$ cat config.mk
export PLATFORM = sky130hd
export DESIGN_NAME = uart_rx_seq
export DESIGN_NICKNAME = d
export VERILOG_FILES = /design/src/rtl/uart_rx_pkg.sv /design/src/rtl/uart_rx_sampler.sv /design/src/rtl/uart_rx_packer.sv /design/src/rtl/uart_rx_fifo.sv /design/src/rtl/uart_rx_seq.sv
export SDC_FILE = /design/constraint.sdc
export NUM_CORES = 1
export LEC_CHECK = 0
export BUFFER_PORTS_ARGS = -buffer_cell sky130_fd_sc_hd__buf_2
export CORE_MARGIN = 8
export CORE_UTILIZATION = 45
export DETAILED_ROUTE_END_ITERATION = 7
export GPL_ROUTABILITY_DRIVEN = 0
export GPL_TIMING_DRIVEN = 1
export PLACE_DENSITY = 0.74
export SLEW_MARGIN = 20
export SYNTH_ARGS = -nofsm -noshare
export SYNTH_HDL_FRONTEND = slang
export SYNTH_SLANG_ARGS = --single-unit
$ cat constraint.sdc
create_clock -name clk -period 3.1 [get_ports clk]
set_input_delay 0.155 -clock clk [delete_from_list [all_inputs] [get_ports clk]]
set_output_delay 0.155 -clock clk [all_outputs]
set_load 0.05 [all_outputs]
$ cat src/rtl/uart_rx_pkg.sv
package uart_rx_pkg;

  typedef enum logic [2:0] {
    RS_IDLE,
    RS_START,
    RS_DATA,
    RS_STOP,
    RS_WAITHI
  } rx_state_e;

  // register byte offsets
  localparam logic [7:0] ADR_CMD   = 8'h00;
  localparam logic [7:0] ADR_CTRL  = 8'h04;
  localparam logic [7:0] ADR_STAT  = 8'h08;
  localparam logic [7:0] ADR_IRQ   = 8'h0C;
  localparam logic [7:0] ADR_ICLR  = 8'h10;
  localparam logic [7:0] ADR_IEN   = 8'h14;
  localparam logic [7:0] ADR_FSTAT = 8'h18;
  localparam logic [7:0] ADR_FDATA = 8'h1C;
  localparam logic [7:0] ADR_FDEF  = 8'h20;

  // bit positions decoded by software
  localparam int BIT_ACTIVE    = 12;
  localparam int BIT_ABORT     = 1;
  localparam int BIT_FDEF      = 0;
  localparam int IRQ_CMDDONE   = 0;
  localparam int IRQ_ABORTDONE = 5;
  localparam int IRQ_WM        = 26;
  localparam int IRQ_LAST      = 27;
  localparam int IRQ_OVF       = 28;

  localparam logic [4:0] OPC_READ = 5'd1;

endpackage

$ cat src/rtl/uart_rx_sampler.sv
module uart_rx_sampler
  import uart_rx_pkg::*;
#(
  parameter int OSR = 16
) (
  input  logic       clk,
  input  logic       rst_n,
  input  logic       clr,
  input  logic       en,
  input  logic       rx_line,
  output logic       chr_vld,
  output logic [7:0] chr_data,
  output logic       busy
);

  localparam int CW = $clog2(OSR);
  localparam logic [CW-1:0] MID  = CW'(OSR / 2 - 1);
  localparam logic [CW-1:0] LAST = CW'(OSR - 1);

  logic [1:0]    sync_q;
  logic          rx_s;
  rx_state_e     state_q, state_d;
  logic [CW-1:0] cnt_q, cnt_d;
  logic [2:0]    bit_q, bit_d;
  logic [7:0]    shf_q, shf_d;

  assign rx_s = sync_q[1];

  always_ff @(posedge clk or negedge rst_n) begin
    if (!rst_n) sync_q <= 2'b11;
    else        sync_q <= {sync_q[0], rx_line};
  end

  always_comb begin
    state_d = state_q;
    cnt_d   = cnt_q;
    bit_d   = bit_q;
    shf_d   = shf_q;
    chr_vld = 1'b0;
    case (state_q)
      RS_IDLE: begin
        cnt_d = '0;
        bit_d = '0;
        if (!rx_s) state_d = RS_START;
      end
      RS_START: begin
        if (cnt_q == MID) begin
          cnt_d   = '0;
          state_d = rx_s ? RS_IDLE : RS_DATA;
        end else begin
          cnt_d = cnt_q + 1'b1;
        end
      end
      RS_DATA: begin
        if (cnt_q == LAST) begin
          cnt_d = '0;
          shf_d = {rx_s, shf_q[7:1]};
          if (bit_q == 3'd7) state_d = RS_STOP;
          else               bit_d   = bit_q + 3'd1;
        end else begin
          cnt_d = cnt_q + 1'b1;
        end
      end
      RS_STOP: begin
        if (cnt_q == LAST) begin
          cnt_d = '0;
          if (rx_s) begin
            chr_vld = 1'b1;
            state_d = RS_IDLE;
          end else begin
            state_d = RS_WAITHI;
          end
        end else begin
          cnt_d = cnt_q + 1'b1;
        end
      end
      RS_WAITHI: begin
        if (rx_s) state_d = RS_IDLE;
      end
      default: state_d = RS_IDLE;
    endcase
    if (clr || !en) begin
      state_d = RS_IDLE;
      cnt_d   = '0;
      bit_d   = '0;
      chr_vld = 1'b0;
    end
  end

  always_ff @(posedge clk or negedge rst_n) begin
    if (!rst_n) begin
      state_q <= RS_IDLE;
      cnt_q   <= '0;
      bit_q   <= '0;
      shf_q   <= '0;
    end else begin
      state_q <= state_d;
      cnt_q   <= cnt_d;
      bit_q   <= bit_d;
      shf_q   <= shf_d;
    end
  end

  assign chr_data = shf_q;
  assign busy     = (state_q != RS_IDLE);

endmodule

$ cat src/rtl/uart_rx_packer.sv
module uart_rx_packer #(
  parameter int OSR        = 16,
  parameter int STALE_BITS = 160,
  parameter int W          = 32
) (
  input  logic         clk,
  input  logic         rst_n,
  input  logic         clr,
  input  logic         chr_vld,
  input  logic [7:0]   chr_data,
  input  logic         line_busy,
  input  logic         fifo_full,
  output logic         push,
  output logic [W-1:0] push_data,
  output logic         last_evt,
  output logic         ovf_evt
);

  localparam int LANES      = W / 8;
  localparam int LW         = $clog2(LANES);
  localparam int STALE_CLKS = OSR * STALE_BITS;
  localparam int SW         = $clog2(STALE_CLKS + 1);

  logic [LW-1:0] lane_q, lane_d;
  logic [W-1:0]  acc_q, acc_d, acc_w;
  logic [SW-1:0] stale_q, stale_d;

  always_comb begin
    lane_d    = lane_q;
    acc_d     = acc_q;
    stale_d   = stale_q;
    push      = 1'b0;
    push_data = acc_q;
    last_evt  = 1'b0;
    ovf_evt   = 1'b0;
    acc_w     = acc_q | (W'(chr_data) << {lane_q, 3'b000});
    if (chr_vld) begin
      stale_d = '0;
      if (fifo_full) begin
        ovf_evt = 1'b1;
      end else if (lane_q == LW'(LANES - 1)) begin
        push      = 1'b1;
        push_data = acc_w;
        acc_d     = '0;
        lane_d    = '0;
      end else begin
        acc_d  = acc_w;
        lane_d = lane_q + 1'b1;
      end
    end else if (lane_q != '0 && !line_busy) begin
      if (stale_q == SW'(STALE_CLKS - 1)) begin
        if (!fifo_full) begin
          push     = 1'b1;
          last_evt = 1'b1;
          acc_d    = '0;
          lane_d   = '0;
          stale_d  = '0;
        end
      end else begin
        stale_d = stale_q + 1'b1;
      end
    end else begin
      stale_d = '0;
    end
    if (clr) begin
      lane_d   = '0;
      acc_d    = '0;
      stale_d  = '0;
      push     = 1'b0;
      last_evt = 1'b0;
      ovf_evt  = 1'b0;
    end
  end

  always_ff @(posedge clk or negedge rst_n) begin
    if (!rst_n) begin
      lane_q  <= '0;
      acc_q   <= '0;
      stale_q <= '0;
    end else begin
      lane_q  <= lane_d;
      acc_q   <= acc_d;
      stale_q <= stale_d;
    end
  end

endmodule

$ cat src/rtl/uart_rx_fifo.sv
module uart_rx_fifo #(
  parameter int W     = 32,
  parameter int DEPTH = 4,
  localparam int PW   = $clog2(DEPTH),
  localparam int CNTW = $clog2(DEPTH + 1)
) (
  input  logic            clk,
  input  logic            rst_n,
  input  logic            clr,
  input  logic            push,
  input  logic [W-1:0]    push_data,
  input  logic            pop,
  output logic [W-1:0]    head,
  output logic [CNTW-1:0] count,
  output logic            full
);

  logic [W-1:0]    mem [DEPTH];
  logic [PW-1:0]   wptr_q, wptr_d, rptr_q, rptr_d;
  logic [CNTW-1:0] cnt_q, cnt_d;
  logic            push_e, pop_e;

  assign full   = (cnt_q == CNTW'(DEPTH));
  assign push_e = push && !full;
  assign pop_e  = pop && (cnt_q != '0);

  for (genvar i = 0; i < DEPTH; i++) begin : g_slot
    always_ff @(posedge clk) begin
      if (push_e && wptr_q == PW'(i)) mem[i] <= push_data;
    end
  end

  always_comb begin
    wptr_d = wptr_q;
    rptr_d = rptr_q;
    cnt_d  = cnt_q;
    if (push_e) wptr_d = (wptr_q == PW'(DEPTH - 1)) ? '0 : wptr_q + 1'b1;
    if (pop_e)  rptr_d = (rptr_q == PW'(DEPTH - 1)) ? '0 : rptr_q + 1'b1;
    if (push_e && !pop_e)      cnt_d = cnt_q + 1'b1;
    else if (pop_e && !push_e) cnt_d = cnt_q - 1'b1;
    if (clr) begin
      wptr_d = '0;
      rptr_d = '0;
      cnt_d  = '0;
    end
  end

  always_ff @(posedge clk or negedge rst_n) begin
    if (!rst_n) begin
      wptr_q <= '0;
      rptr_q <= '0;
      cnt_q  <= '0;
    end else begin
      wptr_q <= wptr_d;
      rptr_q <= rptr_d;
      cnt_q  <= cnt_d;
    end
  end

  assign head  = mem[rptr_q];
  assign count = cnt_q;

endmodule

$ cat src/rtl/uart_rx_seq.sv
module uart_rx_seq
  import uart_rx_pkg::*;
#(
  parameter int OSR        = 16,
  parameter int STALE_BITS = 160,
  parameter int FIFO_DEPTH = 4,
  parameter int WM_LEVEL   = 2,
  parameter int AW         = 8,
  parameter int DW         = 32
) (
  input  logic          clk,
  input  logic          rst_n,
  input  logic          rx_line,
  input  logic          bus_wr,
  input  logic          bus_rd,
  input  logic [AW-1:0] bus_addr,
  input  logic [DW-1:0] bus_wdata,
  output logic [DW-1:0] bus_rdata,
  output logic          irq
);

  localparam int CNTW = $clog2(FIFO_DEPTH + 1);
  localparam logic [DW-1:0] IRQ_MASK = (DW'(1) << IRQ_CMDDONE) | (DW'(1) << IRQ_ABORTDONE) |
                                       (DW'(1) << IRQ_WM) | (DW'(1) << IRQ_LAST) |
                                       (DW'(1) << IRQ_OVF);

  logic            active_q, active_d;
  logic            abort_q, abort_d;
  logic [DW-1:0]   irq_q, irq_d, ien_q, ien_d;
  logic [DW-1:0]   irq_set, irq_clr;
  logic            start_req, abort_req, soft_clr, rx_clr, pop;
  logic            chr_vld, line_busy, pk_push, pk_last, pk_ovf, fifo_full;
  logic [7:0]      chr_data;
  logic [DW-1:0]   pk_data, fifo_head;
  logic [CNTW-1:0] fcnt;

  assign start_req = bus_wr && bus_addr == AW'(ADR_CMD) && bus_wdata[31:27] == OPC_READ;
  assign abort_req = bus_wr && bus_addr == AW'(ADR_CTRL) && bus_wdata[BIT_ABORT];
  assign soft_clr  = bus_wr && bus_addr == AW'(ADR_FDEF) && bus_wdata[BIT_FDEF];
  assign irq_clr   = (bus_wr && bus_addr == AW'(ADR_ICLR)) ? bus_wdata : '0;
  assign pop       = bus_rd && bus_addr == AW'(ADR_FDATA);
  assign rx_clr    = soft_clr | abort_q;

  uart_rx_sampler #(.OSR(OSR)) u_smp (
    .clk      (clk),
    .rst_n    (rst_n),
    .clr      (rx_clr),
    .en       (active_q),
    .rx_line  (rx_line),
    .chr_vld  (chr_vld),
    .chr_data (chr_data),
    .busy     (line_busy)
  );

  uart_rx_packer #(.OSR(OSR), .STALE_BITS(STALE_BITS), .W(DW)) u_pk (
    .clk       (clk),
    .rst_n     (rst_n),
    .clr       (rx_clr),
    .chr_vld   (chr_vld),
    .chr_data  (chr_data),
    .line_busy (line_busy),
    .fifo_full (fifo_full),
    .push      (pk_push),
    .push_data (pk_data),
    .last_evt  (pk_last),
    .ovf_evt   (pk_ovf)
  );

  uart_rx_fifo #(.W(DW), .DEPTH(FIFO_DEPTH)) u_fifo (
    .clk       (clk),
    .rst_n     (rst_n),
    .clr       (soft_clr),
    .push      (pk_push),
    .push_data (pk_data),
    .pop       (pop),
    .head      (fifo_head),
    .count     (fcnt),
    .full      (fifo_full)
  );

  always_comb begin
    active_d = active_q;
    if (start_req) active_d = 1'b1;
    if (abort_q)   active_d = 1'b0;
    abort_d = abort_q ? 1'b0 : abort_req;
    irq_set = '0;
    irq_set[IRQ_CMDDONE]   = abort_q;
    irq_set[IRQ_ABORTDONE] = abort_q;
    irq_set[IRQ_WM]        = (fcnt >= CNTW'(WM_LEVEL));
    irq_set[IRQ_LAST]      = pk_last;
    irq_set[IRQ_OVF]       = pk_ovf;
    irq_d = ((irq_q & ~irq_clr) | irq_set) & IRQ_MASK;
    ien_d = (bus_wr && bus_addr == AW'(ADR_IEN)) ? bus_wdata : ien_q;
    if (soft_clr) begin
      active_d = 1'b0;
      abort_d  = 1'b0;
      irq_d    = '0;
      ien_d    = '0;
    end
  end

  always_ff @(posedge clk or negedge rst_n) begin
    if (!rst_n) begin
      active_q <= 1'b0;
      abort_q  <= 1'b0;
      irq_q    <= '0;
      ien_q    <= '0;
    end else begin
      active_q <= active_d;
      abort_q  <= abort_d;
      irq_q    <= irq_d;
      ien_q    <= ien_d;
    end
  end

  always_comb begin
    bus_rdata = '0;
    case (bus_addr)
      AW'(ADR_CTRL):  bus_rdata[BIT_ABORT]  = abort_q;
      AW'(ADR_STAT):  bus_rdata[BIT_ACTIVE] = active_q;
      AW'(ADR_IRQ):   bus_rdata = irq_q;
      AW'(ADR_IEN):   bus_rdata = ien_q;
      AW'(ADR_FSTAT): bus_rdata = DW'(fcnt);
      AW'(ADR_FDATA): bus_rdata = (fcnt != '0) ? fifo_head : '0;
      default:        bus_rdata = '0;
    endcase
  end

  assign irq = |(irq_q & ien_q);

endmodule

==> results.cfg, run 1 <==
[yosys]
syn_nets = 784
synth_area_um2 = 10200
ys.flop_type = edfxtp_1
yosys_register_bits = 240
post_synth.cell_area_avg_um2 = 14.0
yosysSeqAreaShare_pct = 65.2
synth_edf_count = 128
yosysWarnings = 0
synth_cells = 727
async_reset_ff_share_pct = 46.7
synth_cell_types = 62

[setup_path]
cp-end-kind = output pin
crit_chain = or3_2, and3_1, buf_4, a222oi_1, inv_1, buf_2
worstPathMaxFanout = 22
max_stage_delay_ns = 0.54
startpoint_type = flip-flop
worstSetupPathType = reg -> out
slowest_stage = or3_2
crit_required_ns = 2.94
cp.arrival_ns = 2.83

[layout]
syn2layout_area_growth_pct = 20.7
nets = 912
diodes = 0
layout-drive-gt1-share_pct = 24.4
final_util_pct = 54.9

[pwr]
ir_worst_vdd_uv = 414
p_leak_nw = 4.93
p_per_area_nw_per_um2 = 568

[drt]
wl_per_cell_um = 20.4
vias = 6672
drc = 0
viasPerCell = 5.76
drt_wl_total_um = 23700
first_iter_violations = 772
antenna_left = 0
first_pass_iters = 5

[die]
initial_core_util_pct = 45.5
core_area_um2 = 22400
rows = 55
fp.dieH_um = 167
ios = 78
die_w_um = 167
die_area_um2 = 27700

[clock_tree]
clockRootBuffer = clkbuf_16
clk_pin_slew_ns = 0.07
cts_buffer_depth = 3
htreeDepth = 1
clock-sinks = 240
cts_resized = 0
cts_buffers = 25
clock_latency_ns = 0.53
cts_tree = built

[run_status]
status = finished, final reports clean

[timing]
finalCriticalPeriod_ns = 2.98
slew_violations = 0
tns_ns = 0
setup_viol = 0
skew_ns = 0.0185
finalHoldViolCount = 0
relSlewSlack_pct = 42.3
rsz0062_at_grt = no
tightest_slew_ns = 0.866
fmax_mhz = 335
period_share_pct = 96.2

[placed_design]
dp_hpwl_um = 15100
port_buffers = 77

[global_route]
grt_use_total_pct = 17.1
overflow = 0
grt_pass1_wl_um = 38600
grt_max_degree = 63
antenna_found_initial = 0
grt_pass1_vias = 6890

[worst_hold_path]
hold_class = in -> reg

[flow_run]
drv_cap = 0
worst paths after layout:
check                                             from                     endpoint  slack (ns)  cells after the start
setup / recovery           u_fifo.count[1]$_DFFE_PN0P_                bus_rdata[12]        0.12                      6
hold / removal                             bus_addr[2]            abort_q$_DFF_PN0_        0.13                      5
setup reg to reg            u_pk.lane_q[0]$_DFFE_PN0P_  u_fifo.count[2]$_DFFE_PN0P_        0.27                     11
hold reg to reg              u_smp.sync_q[0]$_DFF_PN1_    u_smp.sync_q[1]$_DFF_PN1_        0.36                      0
max in group asynchronous                        rst_n        ien_q[10]$_DFFE_PN0P_        2.04                      3
min in group asynchronous                        rst_n   u_smp.cnt_q[3]$_DFFE_PN0P_        0.29                      2
final cells by class:
class	count	area, um2
clock buffer	33	706
clock inverter	13	176
fill	1731	10100
inverter	9	33.8
multi-input combinational	440	3370
sequential	240	6650
tap	285	357
timing repair buffer	139	1020
state kept, by name, summed over array words and instances, names as in the netlist, 3 cells and up:
| signal | flops |
|---|---|
| ien_q | 32 |
| irq_q | 5 |
| u_fifo.count | 3 |
| u_fifo.mem | 128 |
| u_pk.acc_q | 32 |
| u_pk.stale_q | 12 |
| u_smp.bit_q | 3 |
| u_smp.chr_data | 8 |
| u_smp.cnt_q | 4 |
| u_smp.state_q | 3 |
cell families (layout without fill, tap and decap cells):
family	count (synthesis)	after routing	share of synthesized area (%)
AOI/OAI and AO/OA	179	179	12.5
xor gates and xnor gates	9	9	0.773
adders and majority gates	12	12	1.55
buffers and inverters	47	194	1.84
DFF	240	240	65.2
muxes	46	46	8.60
and+or+nand+nor	194	194	9.54
worst max-delay path, delay by kind of cell, from the launching register on:
family	cells	cell delay, ns
AND/OR/NAND/NOR	2	0.87
buffers and inverters	3	0.58
AO/OA/AOI/OAI	1	0.40
flip-flops	1	0.44
repair_timing:
item	CTS	global route
endpoints found under the hold margin	98	0
hold buffers	35	0
setup buffers	0	0
metrics by stage:
step / setup WS (ns) / hold WS, ns / std cells / cell area (um2) / power [W]
finish: 0.119 / 0.129 / 1159 / 12300 / 0.00699
global route: 0.00109 / 0.156 / 1159 / 12300 / 0.00722
CTS: 0.113 / 0.113 / 1159 / 12300 / 0.00703
detailed placement: 0.313 / 0.261 / 1078 / 11100 / 0.00386
global placement: 0.400 / 0.262 / 1078 / 11100 / 0.00385
floorplan: 0.266 / -0.141 / 727 / 10200 / 0.00373
metal layers:
metal / track usage [%] / part of all wire (%) / vias up
met5: 0 / 0 / -
met4: 4.82 / 1.9 / 0
met3: 3.22 / 6.5 / 32
met2: 28.7 / 50 / 229
met1: 22.4 / 42 / 3367
li1: - / - / 3044
synthesized netlist by cell type, drive strengths merged, types with 3 or more instances:
master  number  share of area, %
a21o        33               2.4
a21oi       47               2.3
a222oi       3              0.29
a22o        59               5.1
a22oi        8              0.59
and2         7              0.50
and3         5              0.32
buf          7              0.37
clkbuf      31               1.1
dfrtp      110                27
edfxtp     128                38
ha          11               1.3
inv          9              0.33
mux2        10               1.1
mux2i        4              0.39
mux4        32               7.1
nand2       53               2.0
nand3       17              0.83
nand4        7              0.43
nor2        67               2.5
nor3        10              0.60
nor3b        4              0.29
nor4         6              0.66
nor4b        3              0.26
o21ai       17              0.87
o31ai        3              0.22
or4          3              0.27
xnor2        5              0.43
xor2         4              0.34
power by group:
part	leakage, nW	switching (W)	internal [W]
Clock	0.438	0.00121	0.00194
Combinational	2.10	0.000174	0.000165
Sequential	2.40	0.0000911	0.00341
Total	4.93	0.00148	0.00551
placed cells by master, fill, tap and decap left out, types with 5 or more instances in the layout:
cell type,instances
mux2_2,9
o21ai_0,15
nor2_1,64
dlygate4sd3_1,35
inv_1,9
a21oi_1,46
nor3_1,9
a22oi_1,8
clkbuf_16,25
ha_1,11
and2_2,6
buf_2,76
dfrtp_1,109
buf_4,22
buf_12,6
a21o_1,33
mux4_2,32
xnor2_1,5
a22o_1,59
clkinv_2,5
nand3_1,17
nand2_1,53
nand4_1,7
clkbuf_8,5
edfxtp_1,128
Power figures use the tool's default switching activity.
==> run 2, diff against run 1 <==
--- a/config.mk
+++ b/config.mk
@@ -6,6 +6,7 @@
 export NUM_CORES = 1
 export LEC_CHECK = 0
 export BUFFER_PORTS_ARGS = -buffer_cell sky130_fd_sc_hd__buf_2
+export CORE_ASPECT_RATIO = 1.5
 export CORE_MARGIN = 8
 export CORE_UTILIZATION = 45
 export DETAILED_ROUTE_END_ITERATION = 7
==> results.cfg, run 2 (synthesis results as in run 1) <==
[timing]
rsz0062_at_grt = no
relSlewSlack_pct = 37.3
slew_violations = 0
period_share_pct = 92.2
setup_viol = 0
finalCriticalPeriod_ns = 2.86
fmax_mhz = 350
finalHoldViolCount = 0
tns_ns = 0
tightest_slew_ns = 0.940
skew_ns = 0.0201

[pwr]
pwr-share-clk_pct = 43.5
p_per_area_nw_per_um2 = 557
p_int_w = 0.00537
p_leak_nw = 4.89
p_comb_share_pct = 5.0
swShare_pct = 21.1
power_frac_seq_pct = 51.4
ir_worst_vdd_uv = 346
total_power_w = 0.00681
switchingPower_w = 0.00144

[layout]
regArea_um2 = 6650
largest_register = u_fifo.mem
final_cells = 1143
syn2layout_area_growth_pct = 19.9
final_cell_mix = edfxtp_1, dfrtp_1, buf_2, nor2_1, a22o_1
largest_reg_flops = 128
layout_commonest_cell = edfxtp_1
nets = 906
multiInputGateArea_um2 = 3370
layout-drive-gt1-share_pct = 24.0
reg_top3 = u_fifo.mem: 128 flops, ien_q: 32 flops, u_pk.acc_q: 32 flops
design_area_um2 = 12200
fillCellCount = 1736

[placed_design]
port_buffers = 77
dp_cells = 1066
dp_hpwl_um = 15300
placed_area_um2 = 11100

[clock_tree]
cts_buffer_depth = 3
clock_latency_ns = 0.51
htreeDepth = 1
cts_buffers = 22
clock-sinks = 240
clockRootBuffer = clkbuf_16
clk_pin_slew_ns = 0.07
cts_tree = built

[setup_path]
cp_top_family = simple AND/OR/NAND/NOR gates
startpoint_type = flip-flop
cp.arrival_ns = 3.25
worstSetupPathType = reg -> reg
max_stage_delay_ns = 0.49
crit_chain = inv_1, ha_1, or4_4, nor4_4, a21oi_2, nor4_4, and2_2, fa_1, mux2i_1, o221ai_1, o21a_1
cp-end-kind = flip-flop
worstPathMaxFanout = 7
crit_required_ns = 3.49
cp.buffers_inverters = 1
cpMostUsedCell = nor4_4
slowest_stage = dfrtp_1

[drt]
drt_wl_total_um = 24100
viasPerCell = 5.92
drc = 0
wl_per_cell_um = 21.1
vias = 6767
antenna_left = 0
first_iter_violations = 442
first_pass_iters = 6

[run_status]
status = finished, final reports clean

[flow_run]
drv_cap = 0

[die]
rows = 67
die_w_um = 139
initial_core_util_pct = 45.7
die_area_um2 = 27800
ios = 78
fp.dieH_um = 200
core_area_um2 = 22300

[worst_hold_path]
hold_class = in -> reg

[global_route]
grt_use_total_pct = 16.9
grt_pass1_wl_um = 38000
grt_max_degree = 71
overflow = 0
antenna_found_initial = 2
grt_pass1_vias = 6935
## run 2: final cells by class
type	count	area share [%]
diodes	2	0.0409
clock buffers	28	5.20
clock inverters	12	1.46
inverters	9	0.276
multi-input cells	440	27.6
flip-flops and latches	240	54.4
well taps	276	2.82
repair buffers	136	8.23
## run 2: path summary, 6_finish.rpt
kind	start	end	slack [ns]	cells after the start
worst max-delay path	u_pk.lane_q[0]$_DFFE_PN0P_	u_fifo.count[2]$_DFFE_PN0P_	0.24	11
worst min-delay path	bus_addr[2]	abort_q$_DFF_PN0_	0.18	5
worst max register to register	u_pk.lane_q[0]$_DFFE_PN0P_	u_fifo.count[2]$_DFFE_PN0P_	0.24	11
worst min register to register	u_smp.sync_q[0]$_DFF_PN1_	u_smp.sync_q[1]$_DFF_PN1_	0.36	0
max in group asynchronous	rst_n	ien_q[8]$_DFFE_PN0P_	1.96	3
min in group asynchronous	rst_n	u_pk.acc_q[28]$_DFFE_PN0P_	0.34	2
## run 2: repair_timing
item,4_1_cts,5_1_grt
gates resized for setup,0,0
hold buffers,35,0
hold endpoints to repair,104,0
buffers inserted,0,0
setup endpoints to repair,0,0
## run 2: power groups by stage
stage	sequential, W	clock [W]	combinational, W
CTS	0.00350	0.00301	0.000342
finish	0.00350	0.00296	0.000342
global route	0.00351	0.00312	0.000382
floorplan	0.00353	0	0.000202
global placement	0.00356	0	0.000296
detailed placement	0.00357	0	0.000306
## run 2: per-stage QoR
step	utilization [%]	setup WS, ns	hold WS (ns)
final	54.8	0.241	0.184
after floorplan	-	0.266	-0.141
after CTS	54.8	0.299	0.163
after detailed placement	49.6	0.327	0.274
after global routing	54.8	0.0559	0.214
after global placement	49.6	0.400	0.275
## run 2: worst register-to-register path: cells and delay by family (launching register included)
kind                       cells  cell delay (ns)
AOI/OAI and AO/OA              3             0.38
adders and majority gates      2             0.46
buffers and inverters          1             0.13
DFF                            1             0.49
muxes                          1             0.23
and+or+nand+nor                4             1.06
## run 2: per-layer routing
metal | vias up | global-route usage (%) | part of all wire, %
met1 | 3488 | 19.9 | 40
met4 | 0 | 6.69 | 2.2
li1 | 3027 | - | -
met5 | - | 0 | 0
met2 | 218 | 30.5 | 53
met3 | 34 | 2.38 | 5.1
==> run 3, diff against run 2 <==
--- a/config.mk
+++ b/config.mk
@@ -12,7 +12,7 @@
 export DETAILED_ROUTE_END_ITERATION = 7
 export GPL_ROUTABILITY_DRIVEN = 0
 export GPL_TIMING_DRIVEN = 1
-export PLACE_DENSITY = 0.74
+export PLACE_DENSITY = 0.76
 export SLEW_MARGIN = 20
 export SYNTH_ARGS = -nofsm -noshare
 export SYNTH_HDL_FRONTEND = slang
==> constraint.sdc (replaced) <==
create_clock -name clk -period 2.5 [get_ports clk]
set_input_delay 0.125 -clock clk [delete_from_list [all_inputs] [get_ports clk]]
set_output_delay 0.125 -clock clk [all_outputs]
set_load 0.05 [all_outputs]
==> results.cfg, run 3 (synthesis results as in run 1) <==
[run_status]
status = finished with violations
failed_checks = setup timing

[timing]
setup_viol = 3
worst_slack_ns = -0.0723
rsz0062_at_grt = yes
slew_violations = 0
fmax_mhz = 389
tightest_slew_ns = 0.807
skew_ns = 0.0191
period_share_pct = 103
relSlewSlack_pct = 46.2
tns_ns = -0.0994
finalCriticalPeriod_ns = 2.57
finalHoldViolCount = 0

[setup_path]
worstSetupPathType = reg -> reg
cp.arrival_ns = 2.96
cp-end-kind = flip-flop
startpoint_type = flip-flop
worstPathMaxFanout = 3
crit_required_ns = 2.89

[drt]
viasPerCell = 5.83
first_pass_iters = 5
drc = 0
vias = 6818
antenna_left = 0
first_iter_violations = 609
drt_wl_total_um = 24800
wl_per_cell_um = 21.2

[die]
die_w_um = 139
core_area_um2 = 22300
fp.dieH_um = 200
initial_core_util_pct = 45.7
rows = 67
die_area_um2 = 27800
ios = 78

[layout]
syn2layout_area_growth_pct = 22.9
largest_register = u_fifo.mem
regArea_um2 = 6650
largest_reg_flops = 128
fillCellCount = 1667
diodes = 0
multiInputGateArea_um2 = 3410
design_area_um2 = 12500
final_cell_mix = edfxtp_1, dfrtp_1, buf_2, nor2_1, a22o_1
final_cells = 1169
nets = 935
layout-drive-gt1-share_pct = 26.8
layout_commonest_cell = edfxtp_1
reg_top3 = u_fifo.mem: 128 flops, ien_q: 32 flops, u_pk.acc_q: 32 flops

[global_route]
grt_pass1_wl_um = 39200
overflow = 0
grt_pass1_vias = 7128
antenna_found_initial = 0
grt_use_total_pct = 17.5
grt_max_degree = 60

[clock_tree]
cts_buffer_depth = 3
cts_buffers = 22
clock-sinks = 240
clockRootBuffer = clkbuf_16
cts_tree = built
clock_latency_ns = 0.52
htreeDepth = 1
clk_pin_slew_ns = 0.06

[placed_design]
placed_area_um2 = 11300
port_buffers = 77
dp_hpwl_um = 16400
dp_cells = 1089
dp_slack_ns = -0.119

[pwr]
p_per_area_nw_per_um2 = 663
total_power_w = 0.00831
p_leak_nw = 5.02
ir_worst_vdd_uv = 419

[flow_run]
drv_cap = 0

[worst_hold_path]
hold_class = in -> reg
run 3: cell count changes in the layout (fill, tap and decap cells not counted), sizes merged:
| cell | delta |
|---|---|
| buf | +24 |
| diode | -2 |
| clkbuf | +6 |
| clkinv | -2 |
run 3: layout make-up:
cell class	instances	area share, %
clock buffers	29	4.76
clock inverters	10	1.26
inverters	9	0.269
multi-input cells	440	27.2
flip-flops and latches	240	53.1
well taps	276	2.75
repair buffers	165	10.7
run 3: report_power, final:
group          total (W)  internal, W  switching [W]  leakage (nW)
Combinational   0.000458     0.000223       0.000235          2.25
Clock            0.00353      0.00210        0.00143         0.367
Sequential       0.00432      0.00423      0.0000954          2.40
Total            0.00831      0.00655        0.00176          5.02
run 3: layer usage:
| metal | GRT usage (%) | vias to the layer above | wire length, um |
|---|---|---|---|
| met5 | 0 | - | 0 |
| met1 | 19.9 | 3479 | 9480 |
| met2 | 32.6 | 209 | 13300 |
| li1 | - | 3081 | - |
| met3 | 2.55 | 49 | 1220 |
| met4 | 6.45 | 0 | 731 |
run 3: final timing paths:
| path | startpoint | to | slack [ns] | depth (start not counted) |
|---|---|---|---|---|
| worst min-delay path | bus_addr[2] | abort_q$_DFF_PN0_ | 0.13 | 5 |
| worst min register to register | u_smp.sync_q[0]$_DFF_PN1_ | u_smp.sync_q[1]$_DFF_PN1_ | 0.36 | 0 |
| worst max register to register | u_pk.lane_q[1]$_DFFE_PN0P_ | u_fifo.count[2]$_DFFE_PN0P_ | -0.07 | 11 |
| min in group asynchronous | rst_n | u_smp.cnt_q[1]$_DFFE_PN0P_ | 0.25 | 2 |
| worst max-delay path | u_pk.lane_q[1]$_DFFE_PN0P_ | u_fifo.count[2]$_DFFE_PN0P_ | -0.07 | 11 |
| max in group asynchronous | rst_n | u_pk.acc_q[16]$_DFFE_PN0P_ | 1.46 | 3 |
run 3: repair_timing:
item	in CTS	in global routing
setup endpoints to repair	32	154
hold buffers	35	0
gates cloned	0	2
pin swaps	3	1
setup buffers	3	2
hold endpoints to repair	95	0
gates resized for setup	12	10
run 3: critical path: stages (launching register included):
cell and delay [ns]:
dfrtp_2 0.37, inv_2 0.05, ha_4 0.15, or4_4 0.44, nor4_4 0.20, a21oi_2 0.10
nor4_4 0.19, and2_4 0.20, fa_2 0.22, mux2i_1 0.23, o221ai_1 0.16, o21a_1 0.14
run 3: through the flow:
| step | utilization (%) | hold WS (ns) |
|---|---|---|
| floorplan | - | -0.171 |
| global placement | 50.7 | 0.234 |
| detailed placement | 50.7 | 0.235 |
| CTS | 55.9 | 0.116 |
| global route | 56.2 | 0.150 |
| finish | 56.2 | 0.133 |
